**src/rtl/flag_misc_pkg.sv**
```systemverilog
package flag_misc_pkg;

    localparam int XLEN   = 32;
    localparam int HALF   = XLEN / 2;
    localparam int INSN_W = 16;
    localparam int IMM_W  = 8;
    localparam int OP_W   = 4;
    localparam int DISP_SHIFT = 2;

    typedef enum logic [OP_W-1:0] {
        OP_NOP     = 4'd0,
        OP_CLRT    = 4'd1,
        OP_SETT    = 4'd2,
        OP_CLRS    = 4'd3,
        OP_SETS    = 4'd4,
        OP_MOVT    = 4'd5,
        OP_SWAPB   = 4'd6,
        OP_SWAPW   = 4'd7,
        OP_XTRCT   = 4'd8,
        OP_MOVA    = 4'd9,
        OP_TRAPA   = 4'd10,
        OP_PREF    = 4'd11,
        OP_STC_GBR = 4'd12,
        OP_LDC_GBR = 4'd13,
        OP_STC_PR  = 4'd14,
        OP_LDC_PR  = 4'd15
    } op_e;

    typedef struct packed {
        logic            t;
        logic            s;
        logic            m;
        logic            q;
        logic [XLEN-1:0] gbr;
        logic [XLEN-1:0] pr;
    } arch_state_t;

    typedef struct packed {
        logic            wr_t;
        logic            t_val;
        logic            wr_s;
        logic            s_val;
        logic            ld_gbr;
        logic            ld_pr;
        logic [XLEN-1:0] ld_val;
    } state_upd_t;

    typedef struct packed {
        logic            wr_en;
        logic            wr_r0;
        logic [XLEN-1:0] wr_data;
        logic            trap;
        logic [XLEN-1:0] trap_code;
    } exec_res_t;

    function automatic logic [XLEN-1:0] swap_low_bytes(input logic [XLEN-1:0] v);
        return {v[XLEN-1:HALF], v[7:0], v[15:8]};
    endfunction

    function automatic logic [XLEN-1:0] swap_halves(input logic [XLEN-1:0] v);
        return {v[HALF-1:0], v[XLEN-1:HALF]};
    endfunction

    function automatic logic [XLEN-1:0] mid_extract(input logic [XLEN-1:0] hi,
                                                    input logic [XLEN-1:0] lo);
        return {hi[HALF-1:0], lo[XLEN-1:HALF]};
    endfunction

    function automatic logic [XLEN-1:0] pc_rel_addr(input logic [XLEN-1:0] pc,
                                                    input logic [IMM_W-1:0] disp);
        logic [XLEN-1:0] base;
        logic [XLEN-1:0] off;
        base = {pc[XLEN-1:DISP_SHIFT], {DISP_SHIFT{1'b0}}} + XLEN'(4);
        off  = {{(XLEN-IMM_W-DISP_SHIFT){1'b0}}, disp, {DISP_SHIFT{1'b0}}};
        return base + off;
    endfunction

endpackage

```
**src/rtl/fm_decode.sv**
```systemverilog
module fm_decode
    import flag_misc_pkg::*;
(
    input  logic              valid_i,
    input  logic [OP_W-1:0]   op_i,
    input  logic [INSN_W-1:0] insn_i,
    output logic              go_o,
    output logic              illegal_o,
    output op_e               op_o
);
    logic zero_word;

    always_comb begin
        zero_word = (insn_i == '0);
        illegal_o = valid_i && zero_word;
        go_o      = valid_i && !zero_word;
        op_o      = op_e'(op_i);
    end
endmodule

```
**src/rtl/fm_datapath.sv**
```systemverilog
module fm_datapath
    import flag_misc_pkg::*;
(
    input  logic              go_i,
    input  op_e               op_i,
    input  logic [XLEN-1:0]   rm_i,
    input  logic [XLEN-1:0]   rn_i,
    input  logic [IMM_W-1:0]  imm_i,
    input  logic [XLEN-1:0]   pc_i,
    input  arch_state_t       cur_i,
    output exec_res_t         res_o,
    output state_upd_t        upd_o
);
    always_comb begin
        res_o = '0;
        upd_o = '0;
        upd_o.ld_val = rm_i;
        if (go_i) begin
            unique case (op_i)
                OP_CLRT: begin upd_o.wr_t = 1'b1; upd_o.t_val = 1'b0; end
                OP_SETT: begin upd_o.wr_t = 1'b1; upd_o.t_val = 1'b1; end
                OP_CLRS: begin upd_o.wr_s = 1'b1; upd_o.s_val = 1'b0; end
                OP_SETS: begin upd_o.wr_s = 1'b1; upd_o.s_val = 1'b1; end
                OP_MOVT: begin
                    res_o.wr_en   = 1'b1;
                    res_o.wr_data = {{(XLEN-1){1'b0}}, cur_i.t};
                end
                OP_SWAPB: begin
                    res_o.wr_en   = 1'b1;
                    res_o.wr_data = swap_low_bytes(rm_i);
                end
                OP_SWAPW: begin
                    res_o.wr_en   = 1'b1;
                    res_o.wr_data = swap_halves(rm_i);
                end
                OP_XTRCT: begin
                    res_o.wr_en   = 1'b1;
                    res_o.wr_data = mid_extract(rn_i, rm_i);
                end
                OP_MOVA: begin
                    res_o.wr_en   = 1'b1;
                    res_o.wr_r0   = 1'b1;
                    res_o.wr_data = pc_rel_addr(pc_i, imm_i);
                end
                OP_TRAPA: begin
                    res_o.trap      = 1'b1;
                    res_o.trap_code = {{(XLEN-IMM_W){1'b0}}, imm_i};
                end
                OP_STC_GBR: begin
                    res_o.wr_en   = 1'b1;
                    res_o.wr_data = cur_i.gbr;
                end
                OP_STC_PR: begin
                    res_o.wr_en   = 1'b1;
                    res_o.wr_data = cur_i.pr;
                end
                OP_LDC_GBR: upd_o.ld_gbr = 1'b1;
                OP_LDC_PR:  upd_o.ld_pr  = 1'b1;
                default: ;  // NOP, PREF: no effect
            endcase
        end
    end
endmodule

```
**src/rtl/fm_state.sv**
```systemverilog
module fm_state
    import flag_misc_pkg::*;
(
    input  logic        clk,
    input  logic        rst,
    input  state_upd_t  upd_i,
    output arch_state_t cur_o
);
    arch_state_t st_q;

    always_ff @(posedge clk) begin
        if (rst) begin
            st_q <= '0;
        end else begin
            if (upd_i.wr_t)   st_q.t   <= upd_i.t_val;
            if (upd_i.wr_s)   st_q.s   <= upd_i.s_val;
            if (upd_i.ld_gbr) st_q.gbr <= upd_i.ld_val;
            if (upd_i.ld_pr)  st_q.pr  <= upd_i.ld_val;
        end
    end

    assign cur_o = st_q;
endmodule

```
**src/rtl/flag_misc_exec.sv**
```systemverilog
module flag_misc_exec
    import flag_misc_pkg::*;
(
    input  logic                clk,
    input  logic                rst,
    input  logic                valid_i,
    input  logic [OP_W-1:0]     op_i,
    input  logic [INSN_W-1:0]   insn_i,
    input  logic [XLEN-1:0]     rm_i,
    input  logic [XLEN-1:0]     rn_i,
    input  logic [IMM_W-1:0]    imm_i,
    input  logic [XLEN-1:0]     pc_i,
    output logic                wr_en_o,
    output logic                wr_r0_o,
    output logic [XLEN-1:0]     wr_data_o,
    output logic                trap_o,
    output logic [XLEN-1:0]     trap_code_o,
    output logic                illegal_o,
    output logic                t_o,
    output logic                s_o,
    output logic                m_o,
    output logic                q_o,
    output logic [XLEN-1:0]     gbr_o,
    output logic [XLEN-1:0]     pr_o
);
    logic        go;
    op_e         op;
    arch_state_t cur;
    exec_res_t   res;
    state_upd_t  upd;

    fm_decode i_dec (
        .valid_i   (valid_i),
        .op_i      (op_i),
        .insn_i    (insn_i),
        .go_o      (go),
        .illegal_o (illegal_o),
        .op_o      (op)
    );

    fm_datapath i_dp (
        .go_i   (go),
        .op_i   (op),
        .rm_i   (rm_i),
        .rn_i   (rn_i),
        .imm_i  (imm_i),
        .pc_i   (pc_i),
        .cur_i  (cur),
        .res_o  (res),
        .upd_o  (upd)
    );

    fm_state i_st (
        .clk   (clk),
        .rst   (rst),
        .upd_i (upd),
        .cur_o (cur)
    );

    assign wr_en_o     = res.wr_en;
    assign wr_r0_o     = res.wr_r0;
    assign wr_data_o   = res.wr_data;
    assign trap_o      = res.trap;
    assign trap_code_o = res.trap_code;
    assign t_o         = cur.t;
    assign s_o         = cur.s;
    assign m_o         = cur.m;
    assign q_o         = cur.q;
    assign gbr_o       = cur.gbr;
    assign pr_o        = cur.pr;
endmodule

```
**config.mk**
```make
export PLATFORM = sky130hd
export DESIGN_NAME = flag_misc_exec
export DESIGN_NICKNAME = d
export VERILOG_FILES = /design/src/rtl/flag_misc_pkg.sv /design/src/rtl/fm_decode.sv /design/src/rtl/fm_datapath.sv /design/src/rtl/fm_state.sv /design/src/rtl/flag_misc_exec.sv
export SDC_FILE = /design/constraint.sdc
export NUM_CORES = 1
export LEC_CHECK = 0
export BUFFER_PORTS_ARGS = -buffer_cell sky130_fd_sc_hd__buf_2
export CORE_ASPECT_RATIO = 1.4
export CORE_UTILIZATION = 46
export CTS_CLUSTER_SIZE = 14
export DETAILED_ROUTE_END_ITERATION = 7
export PLACE_DENSITY = 0.82
export SLEW_MARGIN = 20
export SYNTH_ARGS = -nofsm -noshare
export SYNTH_HDL_FRONTEND = slang
export SYNTH_SLANG_ARGS = --single-unit
```
**constraint.sdc**
```tcl
create_clock -name clk -period 3.59 [get_ports clk]
set_input_delay 0.5385 -clock clk [delete_from_list [all_inputs] [get_ports clk]]
set_output_delay 0.5385 -clock clk [all_outputs]
set_load 0.005 [all_outputs]
```
==> impl_metrics.py, run 1 <==
metrics = {
    "status": {
        "status": "finished clean",
    },
    "synth": {
        "synthesis.area_um2": 4940,
        "async_reset_ff_frac": 0,
        "avgSynthCellArea_um2": 7.19,
        "yosys_warnings": 0,
        "yosysSeqAreaShare": 0.267,
        "synth_seq_cells": 66,
        "synth_cell_types": 68,
        "ys.flop_type": "dfxtp_1",
        "synth_edf_count": 0,
        "synthCells": 688,
    },
    "power_and_ir_drop": {
        "power_density_nw_per_um2": 323,
        "leakage_nw": 2.89,
        "total_power_w": 0.00207,
        "ir_drop_v": 0.000326,
    },
    "final_layout": {
        "drive_gt1_frac": 0.305,
        "n_antenna_cell": 0,
        "nNetsFinal": 1026,
        "multi_input_area_um2": 3270,
        "final_common_cell": "buf_2",
        "most-common-layout-cells": "217 x buf_2, 181 x nand2_1, 77 x a21oi_1",
        "seq_area_um2": 1320,
        "syn_to_final_growth_pct": 29.4,
        "final_cell_area_um2": 6400,
        "stdcell_count": 1024,
        "largest_reg_flops": 66,
        "num-fill-cells": 1016,
    },
    "min_path": {
        "hp-class": "flip-flop to flip-flop",
        "min_to": "i_st.cur_o[62]",
        "hold_depth": 2,
        "min_from": "i_st.cur_o[62]",
    },
    "clock_tree": {
        "cts.hold.buffers_added": 0,
        "clk_pin_slew_worst_paths_ns": 0.05,
        "cts_tree": "done",
        "numCtsBuffers": 9,
        "clk_latency_ns": 0.33,
        "cts_max_level": 3,
        "cts_setup_buffers": 0,
        "cts_resized": 0,
        "cts_root_buf": "clkbuf_16",
        "clkSinkCount": 66,
        "clk_path_buf_depth": 2,
    },
    "timing": {
        "hold_viol": 0,
        "fin_crit_sh": 0.958,
        "slew_violations": 0,
        "fmax_ghz": 0.291,
        "setup_violations": 0,
        "rsz0062_at_grt": "false",
        "worst_slew_pin_slew_ns": 0.695,
        "max_slew_margin": 0.537,
        "tns_ns": 0,
        "finClkSkew_ns": 0,
        "finalCriticalPeriod_ns": 3.44,
        "holdWs_ns": 0.467,
    },
    "setup_path": {
        "start_kind": "input port",
        "ff2ff_setup_slack_ns": 2.91,
        "critical_path_class": "input port to primary output",
        "cp.arrival_ns": 2.90,
        "r2r-end": "i_st.cur_o[67]",
        "worst-r2r-cell-count": 2,
        "cp_max_fo": 6,
        "required_ns": 3.05,
        "r2r-start": "i_st.cur_o[67]",
        "end_kind": "primary output",
    },
    "placement": {
        "placed_area_um2": 6090,
        "placed_cells": 1009,
        "io_buffer_count": 218,
        "gp_congestion": 0.933,
        "hpwl_mm": 14.2,
    },
    "global_route": {
        "use_met2": 0.566,
        "first_global_vias": 5540,
        "met3_usage": 0.0550,
        "busiest_layer": "met2",
        "overflow": 0,
        "grt_usage": 0.339,
        "use_met1": 0.420,
        "grt_pass1_wl_mm": 29.0,
        "grt_max_degree": 67,
        "antenna_found_initial": 0,
    },
    "floorplanning": {
        "die_h_um": 125,
        "floorplan.initialDensity": 0.475,
        "die_w_um": 89.6,
        "core_area_um2": 10400,
        "rows": 44,
        "ios": 263,
        "die_area_um2": 11200,
    },
    "detailed_routing": {
        "via_per_inst": 6.13,
        "wl_mm": 19.2,
        "drc": 0,
        "ant_nets": 0,
        "via_count": 6274,
        "drtPass1Iterations": 6,
        "drtIter0Drc": 666,
        "wl_per_cell_um": 18.7,
    },
    "run": {
        "drv_cap": 0,
    },
}
[cells in the mapped netlist, types with 3 or more instances]
master     count  area share
nand2_1      181        0.14
a21oi_1       77       0.078
dfxtp_1       66        0.27
clkbuf_1      41       0.031
buf_4         26       0.039
a22oi_1       21       0.032
a222oi_1      20       0.040
nand3_1       17       0.017
ha_1          16       0.040
inv_1         15       0.011
o21ai_0       14       0.014
xnor2_1       12       0.021
buf_2         11       0.011
nor3_1        11       0.011
nor4_1        11       0.014
a31oi_1       10       0.013
and2_1        10       0.013
a2111oi_0      7       0.012
a211oi_1       6      0.0091
and3_1         6      0.0076
nand4_1        6      0.0076
o22ai_1        6      0.0076
a211o_1        5      0.0089
a221oi_1       5      0.0089
or3_1          5      0.0063
nand2b_1       4      0.0051
nor2_1         4      0.0030
o21a_1         4      0.0061
or4_1          4      0.0061
a21boi_0       3      0.0046
a32oi_1        3      0.0053
and4_1         3      0.0053
buf_1          3      0.0023
nor4bb_1       3      0.0061
o211ai_1       3      0.0046
o21bai_1       3      0.0046
o31ai_1        3      0.0046
or2_1          3      0.0038
[cell type report]
cell class / count / share of cell area
Sequential cell: 66 / 0.206
Multi-Input combinational cell: 547 / 0.511
Clock inverter: 2 / 0.00548
Tap cell: 138 / 0.0270
Clock buffer: 13 / 0.0422
Inverter: 17 / 0.00997
Timing Repair Buffer: 241 / 0.198
[metrics by stage]
step           worst slack [ns]  utilization
4_1_cts                   0.144        0.614
3_5_place_dp              0.153        0.585
6_report                  0.150        0.615
3_3_place_gp              0.161        0.585
2_1_floorplan             0.333            -
5_1_grt                  0.0171        0.615
[layer usage]
metal / wire length, µm / vias to the layer above
met5: 0 / -
met3: 2040 / 59
li1: - / 2865
met2: 9390 / 463
met4: 821 / 0
met1: 6940 / 2887
[worst max-delay path by stage]
stage	slack, ns	startpoint	depth (start not counted)	endpoint
after CTS	0.14	imm_i[1]	12	wr_data_o[29]
after detailed placement	0.15	imm_i[1]	12	wr_data_o[29]
after global placement	0.16	imm_i[1]	12	wr_data_o[29]
final	0.15	imm_i[1]	11	wr_data_o[17]
after floorplan	0.33	imm_i[1]	9	wr_data_o[29]
after global routing	0.02	imm_i[1]	11	wr_data_o[17]
[critical path, cell delays in order]
cell and delay, ns:
buf_2 0.10, ha_1 0.27, ha_1 0.15, inv_1 0.05, fa_1 0.39, nor2b_1 0.21
o31ai_1 0.14, a211o_1 0.37, a41o_1 0.27, a211o_1 0.28, buf_2 0.13
[cells by family after synthesis]
group | after synthesis | share of synthesized area
xor+xnor | 12 | 0.0213
other cells | 1 | 0.000759
fa+ha+maj | 17 | 0.0445
buf+inv | 100 | 0.101
simple gates | 282 | 0.269
compound gates | 207 | 0.289
flops | 66 | 0.267
mux | 3 | 0.00658
[power breakdown]
| group | internal, W | switching (W) | leakage [nW] |
|---|---|---|---|
| logic | 0.000159 | 0.000256 | 2.20 |
| clock network | 0.000589 | 0.000311 | 0.152 |
| registers | 0.000743 | 0.00000801 | 0.533 |
Note: power is estimated with default switching activity, not from simulation.
==> inputs of run 2 (changes only) <==
Settings changed: CORE_MARGIN from default to 5, PLACE_DENSITY 0.82 to default, PLACE_DENSITY_LB_ADDON from default to 0.12.
==> run 2 against run 1 <==
Effect of this change: utilization barely moved; setup slack lost 0.031 ns; flip-flop and latch count did not move; first-iteration DRC count increased by 4.7%; critical path depth up 1; critical path type unchanged.
==> impl_metrics.py, run 2 (synthesis gave the netlist of run 1 again) <==
metrics = {
    "placement": {
        "gp_congestion": 0.979,
        "hpwl_mm": 15.8,
        "place_ws_ns": 0.0628,
        "placed_area_um2": 6120,
        "io_buffer_count": 218,
    },
    "detailed_routing": {
        "drc": 0,
        "ant_nets": 0,
        "via_count": 6275,
        "drtIter0Drc": 697,
        "wl_mm": 21.0,
        "drtPass1Iterations": 6,
        "wl_per_cell_um": 20.5,
        "via_per_inst": 6.12,
    },
    "final_layout": {
        "most-common-layout-cells": "217 x buf_2, 181 x nand2_1, 77 x a21oi_1",
        "seq_area_um2": 1320,
        "num-fill-cells": 1028,
        "syn_to_final_growth_pct": 30.1,
        "final_common_cell": "buf_2",
        "final_cell_area_um2": 6430,
        "nNetsFinal": 1027,
        "n_antenna_cell": 0,
        "multi_input_area_um2": 3270,
        "largest_reg_flops": 66,
        "drive_gt1_frac": 0.309,
    },
    "floorplanning": {
        "floorplan.initialDensity": 0.473,
        "die_area_um2": 12900,
        "ios": 263,
        "rows": 44,
        "die_w_um": 97.6,
        "die_h_um": 133,
        "core_area_um2": 10500,
    },
    "timing": {
        "tns_ns": 0,
        "holdWs_ns": 0.469,
        "setup_violations": 0,
        "fmax_ghz": 0.288,
        "finalCriticalPeriod_ns": 3.47,
        "hold_viol": 0,
        "worst_slew_pin_slew_ns": 0.720,
        "slew_violations": 0,
        "finClkSkew_ns": 0,
        "fin_crit_sh": 0.967,
        "setup_ws_ns": 0.120,
        "rsz0062_at_grt": "false",
        "max_slew_margin": 0.520,
    },
    "clock_tree": {
        "clk_path_buf_depth": 2,
        "cts_setup_buffers": 0,
        "cts_tree": "done",
        "cts_root_buf": "clkbuf_16",
        "numCtsBuffers": 9,
        "clkSinkCount": 66,
        "clk_latency_ns": 0.33,
        "cts_max_level": 3,
        "clk_pin_slew_worst_paths_ns": 0.06,
    },
    "setup_path": {
        "slowest_stage": "fa_1",
        "start_kind": "input port",
        "crit_buf_inv": 4,
        "required_ns": 3.05,
        "slowest_delay_ns": 0.40,
        "cp.arrival_ns": 2.93,
        "critical_path_class": "input port to primary output",
        "crit_chain": "buf_2 -> ha_1 -> ha_1 -> inv_1 -> fa_1 -> nor2b_2 -> o2111a_1 -> o311ai_1 -> buf_4 -> o211a_1 -> or3_1 -> buf_2",
        "ff2ff_setup_slack_ns": 2.90,
        "cp_top_family": "adder cells",
        "end_kind": "primary output",
        "cp_max_fo": 10,
    },
    "global_route": {
        "grt_max_degree": 67,
        "first_global_vias": 5945,
        "grt_usage": 0.307,
        "overflow": 0,
        "antenna_found_initial": 0,
        "grt_pass1_wl_mm": 32.3,
    },
    "power_and_ir_drop": {
        "leakage_nw": 2.89,
        "ir_drop_v": 0.000343,
        "power_density_nw_per_um2": 321,
    },
    "min_path": {
        "hp-class": "flip-flop to flip-flop",
    },
    "status": {
        "status": "finished clean",
    },
    "run": {
        "drv_cap": 0,
    },
}
[run 2: final timing paths]
| kind | start | end | cells past startpoint |
|---|---|---|---|
| setup / recovery | imm_i[1] | wr_data_o[29] | 12 |
| hold / removal | i_st.cur_o[27] | i_st.cur_o[27] | 2 |
| setup reg to reg | i_st.cur_o[67] | i_st.cur_o[67] | 2 |
| hold reg to reg | i_st.cur_o[27] | i_st.cur_o[27] | 2 |
[run 2: per-layer routing]
layer | global-route usage | vias up | routed length (µm)
met5 | 0 | - | 0
met4 | 0.122 | 0 | 693
met3 | 0.0742 | 45 | 2290
met2 | 0.515 | 403 | 10300
met1 | 0.376 | 2961 | 7800
li1 | - | 2866 | -
[run 2: timing repair]
item | CTS | global route
hold buffers | 0 | 0
endpoints found under the setup margin | 0 | 3
resized for setup | 0 | 1
[run 2: where the power goes]
part	internal [W]	switching (W)	total, W
Sequential	0.000743	0.00000789	0.000751
Combinational	0.000163	0.000264	0.000427
Clock	0.000556	0.000333	0.000889
[run 2: final cells by class]
type,count,area share
Clock buffer,10,0.0372
Clock inverter,6,0.0103
Inverter,17,0.00992
Multi-Input combinational cell,547,0.508
Sequential cell,66,0.205
Tap cell,138,0.0268
Timing Repair Buffer,242,0.202
[run 2: worst min-delay path: cells and delay by family (launching register included)]
| family | cells | cell delay (ns) |
|---|---|---|
| flip-flops | 1 | 0.32 |
| AO/OA/AOI/OAI | 1 | 0.05 |
| AND/OR/NAND/NOR | 1 | 0.05 |
[run 2: metrics by stage]
step	power [W]	utilization	instances
final	0.00207	0.615	1026
after CTS	0.00206	0.615	1026
after global placement	0.00118	0.585	1010
after floorplan	0.000999	-	713
after global routing	0.00215	0.615	1026
after detailed placement	0.00118	0.585	1010
==> inputs of run 3 (changes only) <==
Settings changed: ABC_CLOCK_PERIOD_IN_PS from default to 3350, HOLD_SLACK_MARGIN from default to 0.08.
Clock period 3.59 ns to 3.35 ns, I/O delays scaled along.
==> run 3 against run 2 <==
Effect of this change: largest cell class unchanged; design area rose by 1.1%; via count fell by 1.1%; critical path depth fell by 1; critical endpoint is now wr_data_o[11]; non-clock buffer count rose by 8.
==> impl_metrics.py, run 3 (synthesis gave the netlist of run 1 again) <==
metrics = {
    "setup_path": {
        "start_kind": "input port",
        "r2r-end": "i_st.cur_o[23]",
        "required_ns": 2.85,
        "end_kind": "primary output",
        "crit_chain": "buf_2 -> ha_1 -> ha_1 -> inv_1 -> fa_2 -> nor2b_4 -> o31ai_2 -> a211o_1 -> o311a_1 -> a21oi_1 -> buf_2",
        "crit_path_end": "wr_data_o[11]",
        "slowest_stage": "a211o_1",
        "r2r-start": "i_st.cur_o[23]",
        "cp.arrival_ns": 2.78,
        "slowest_delay_ns": 0.39,
        "cp_max_fo": 5,
        "worst-r2r-cell-count": 2,
        "critical_path_class": "input port to primary output",
        "ff2ff_setup_slack_ns": 2.67,
        "crit_start": "imm_i[1]",
    },
    "clock_tree": {
        "cts_tree": "done",
        "clk_latency_ns": 0.33,
        "clk_pin_slew_worst_paths_ns": 0.05,
        "cts_max_level": 3,
        "clkSinkCount": 66,
        "cts_root_buf": "clkbuf_16",
        "numCtsBuffers": 9,
        "clk_path_buf_depth": 2,
    },
    "global_route": {
        "antenna_found_initial": 0,
        "first_global_vias": 5937,
        "grt_pass1_wl_mm": 32.2,
        "grt_max_degree": 41,
        "overflow": 0,
        "grt_usage": 0.308,
    },
    "detailed_routing": {
        "drc": 0,
        "via_count": 6206,
        "drtPass1Iterations": 6,
        "via_per_inst": 6.00,
        "wl_per_cell_um": 20.3,
        "drtIter0Drc": 686,
        "ant_nets": 0,
        "wl_mm": 21.0,
    },
    "power_and_ir_drop": {
        "seqPwrFrac": 0.369,
        "leakage_nw": 2.93,
        "intPower_w": 0.00156,
        "switching_share": 0.287,
        "combPwrFrac": 0.215,
        "switchingPower_w": 0.000625,
        "ir_drop_v": 0.000351,
        "p_clk_frac": 0.415,
        "power_density_nw_per_um2": 335,
    },
    "run": {
        "drv_cap": 0,
    },
    "timing": {
        "slew_violations": 0,
        "hold_viol": 0,
        "holdWs_ns": 0.442,
        "setup_violations": 0,
        "worst_slew_pin_slew_ns": 0.801,
        "fin_crit_sh": 0.980,
        "max_slew_margin": 0.466,
        "finalCriticalPeriod_ns": 3.28,
        "finClkSkew_ns": 0,
        "fmax_ghz": 0.305,
    },
    "min_path": {
        "hp-class": "input port to flip-flop",
    },
    "placement": {
        "gp_congestion": 0.976,
        "placed_cells": 1017,
        "io_buffer_count": 218,
        "placed_area_um2": 6190,
        "hpwl_mm": 16.0,
    },
    "final_layout": {
        "drive_gt1_frac": 0.313,
        "syn_to_final_growth_pct": 31.5,
        "nNetsFinal": 1035,
        "n_antenna_cell": 0,
        "final_common_cell": "buf_2",
        "final_cell_area_um2": 6500,
        "most-common-layout-cells": "218 x buf_2, 181 x nand2_1, 77 x a21oi_1",
        "largest_reg_flops": 66,
        "stdcell_count": 1034,
    },
    "floorplanning": {
        "die_area_um2": 12900,
        "rows": 44,
        "floorplan.initialDensity": 0.473,
        "core_area_um2": 10500,
        "die_w_um": 97.6,
        "die_h_um": 133,
        "ios": 263,
    },
    "status": {
        "status": "finished clean",
    },
}
run 3: cell count changes in the layout (fill, tap and decap cells not counted), moves of 3 or more:
| cell | change |
|---|---|
| a2111oi_1 | +5 |
| a2111oi_0 | -5 |
| buf_4 | +6 |
| clkinvlp_4 | -3 |
| clkbuf_1 | +4 |
run 3: final cells by class:
class	instances	area [µm²]
sequential	66	1320
clock inverter	3	40.0
tap	138	173
timing repair buffer	250	1380
clock buffer	13	240
multi-input combinational	547	3290
inverter	17	63.8
fill	1019	3960
run 3: worst max-delay path: cells and delay by family:
kind | cells | cell delay, ns
compound gates | 4 | 1.02
fa+ha+maj | 3 | 0.79
buf+inv | 3 | 0.32
simple gates | 1 | 0.14
run 3: worst min path at each step:
stage,startpoint,to,depth (start not counted)
after floorplan,i_st.cur_o[27],i_st.cur_o[27],2
after global placement,i_st.cur_o[43],i_st.cur_o[43],2
after detailed placement,i_st.cur_o[34],i_st.cur_o[34],2
after CTS,rm_i[17],i_st.cur_o[49],3
after global routing,rm_i[17],i_st.cur_o[49],3
final,rm_i[17],i_st.cur_o[49],3
run 3: layer usage:
layer	vias to the layer above	wire [µm]	global-route usage
met5	-	0	0
met4	0	782	0.131
met3	53	2110	0.0695
met2	369	10300	0.530
met1	2903	7720	0.366
li1	2881	-	-
run 3: repair_timing:
item | in CTS | in global routing
hold buffers | 0 | 0
gates resized for setup | 0 | 9
setup endpoints to repair | 0 | 16
buffers inserted | 0 | 1
run 3: stage by stage:
stage          utilization  setup TNS [ns]  worst slack (ns)  power (W)
2_1_floorplan            -               0             0.165    0.00107
6_report             0.622               0            0.0670    0.00218
3_3_place_gp         0.589               0            0.0363    0.00127
3_5_place_dp         0.592               0            0.0115    0.00127
4_1_cts              0.619               0           0.00956    0.00218
5_1_grt              0.622      -0.0000913        -0.0000913    0.00226
run 3: power groups by stage:
stage          sequential, W  combinational, W  clock, W
6_report            0.000805          0.000470  0.000906
5_1_grt             0.000805          0.000508  0.000948
3_3_place_gp        0.000821          0.000444         0
2_1_floorplan       0.000821          0.000249         0
3_5_place_dp        0.000821          0.000453         0
4_1_cts             0.000805          0.000455  0.000916
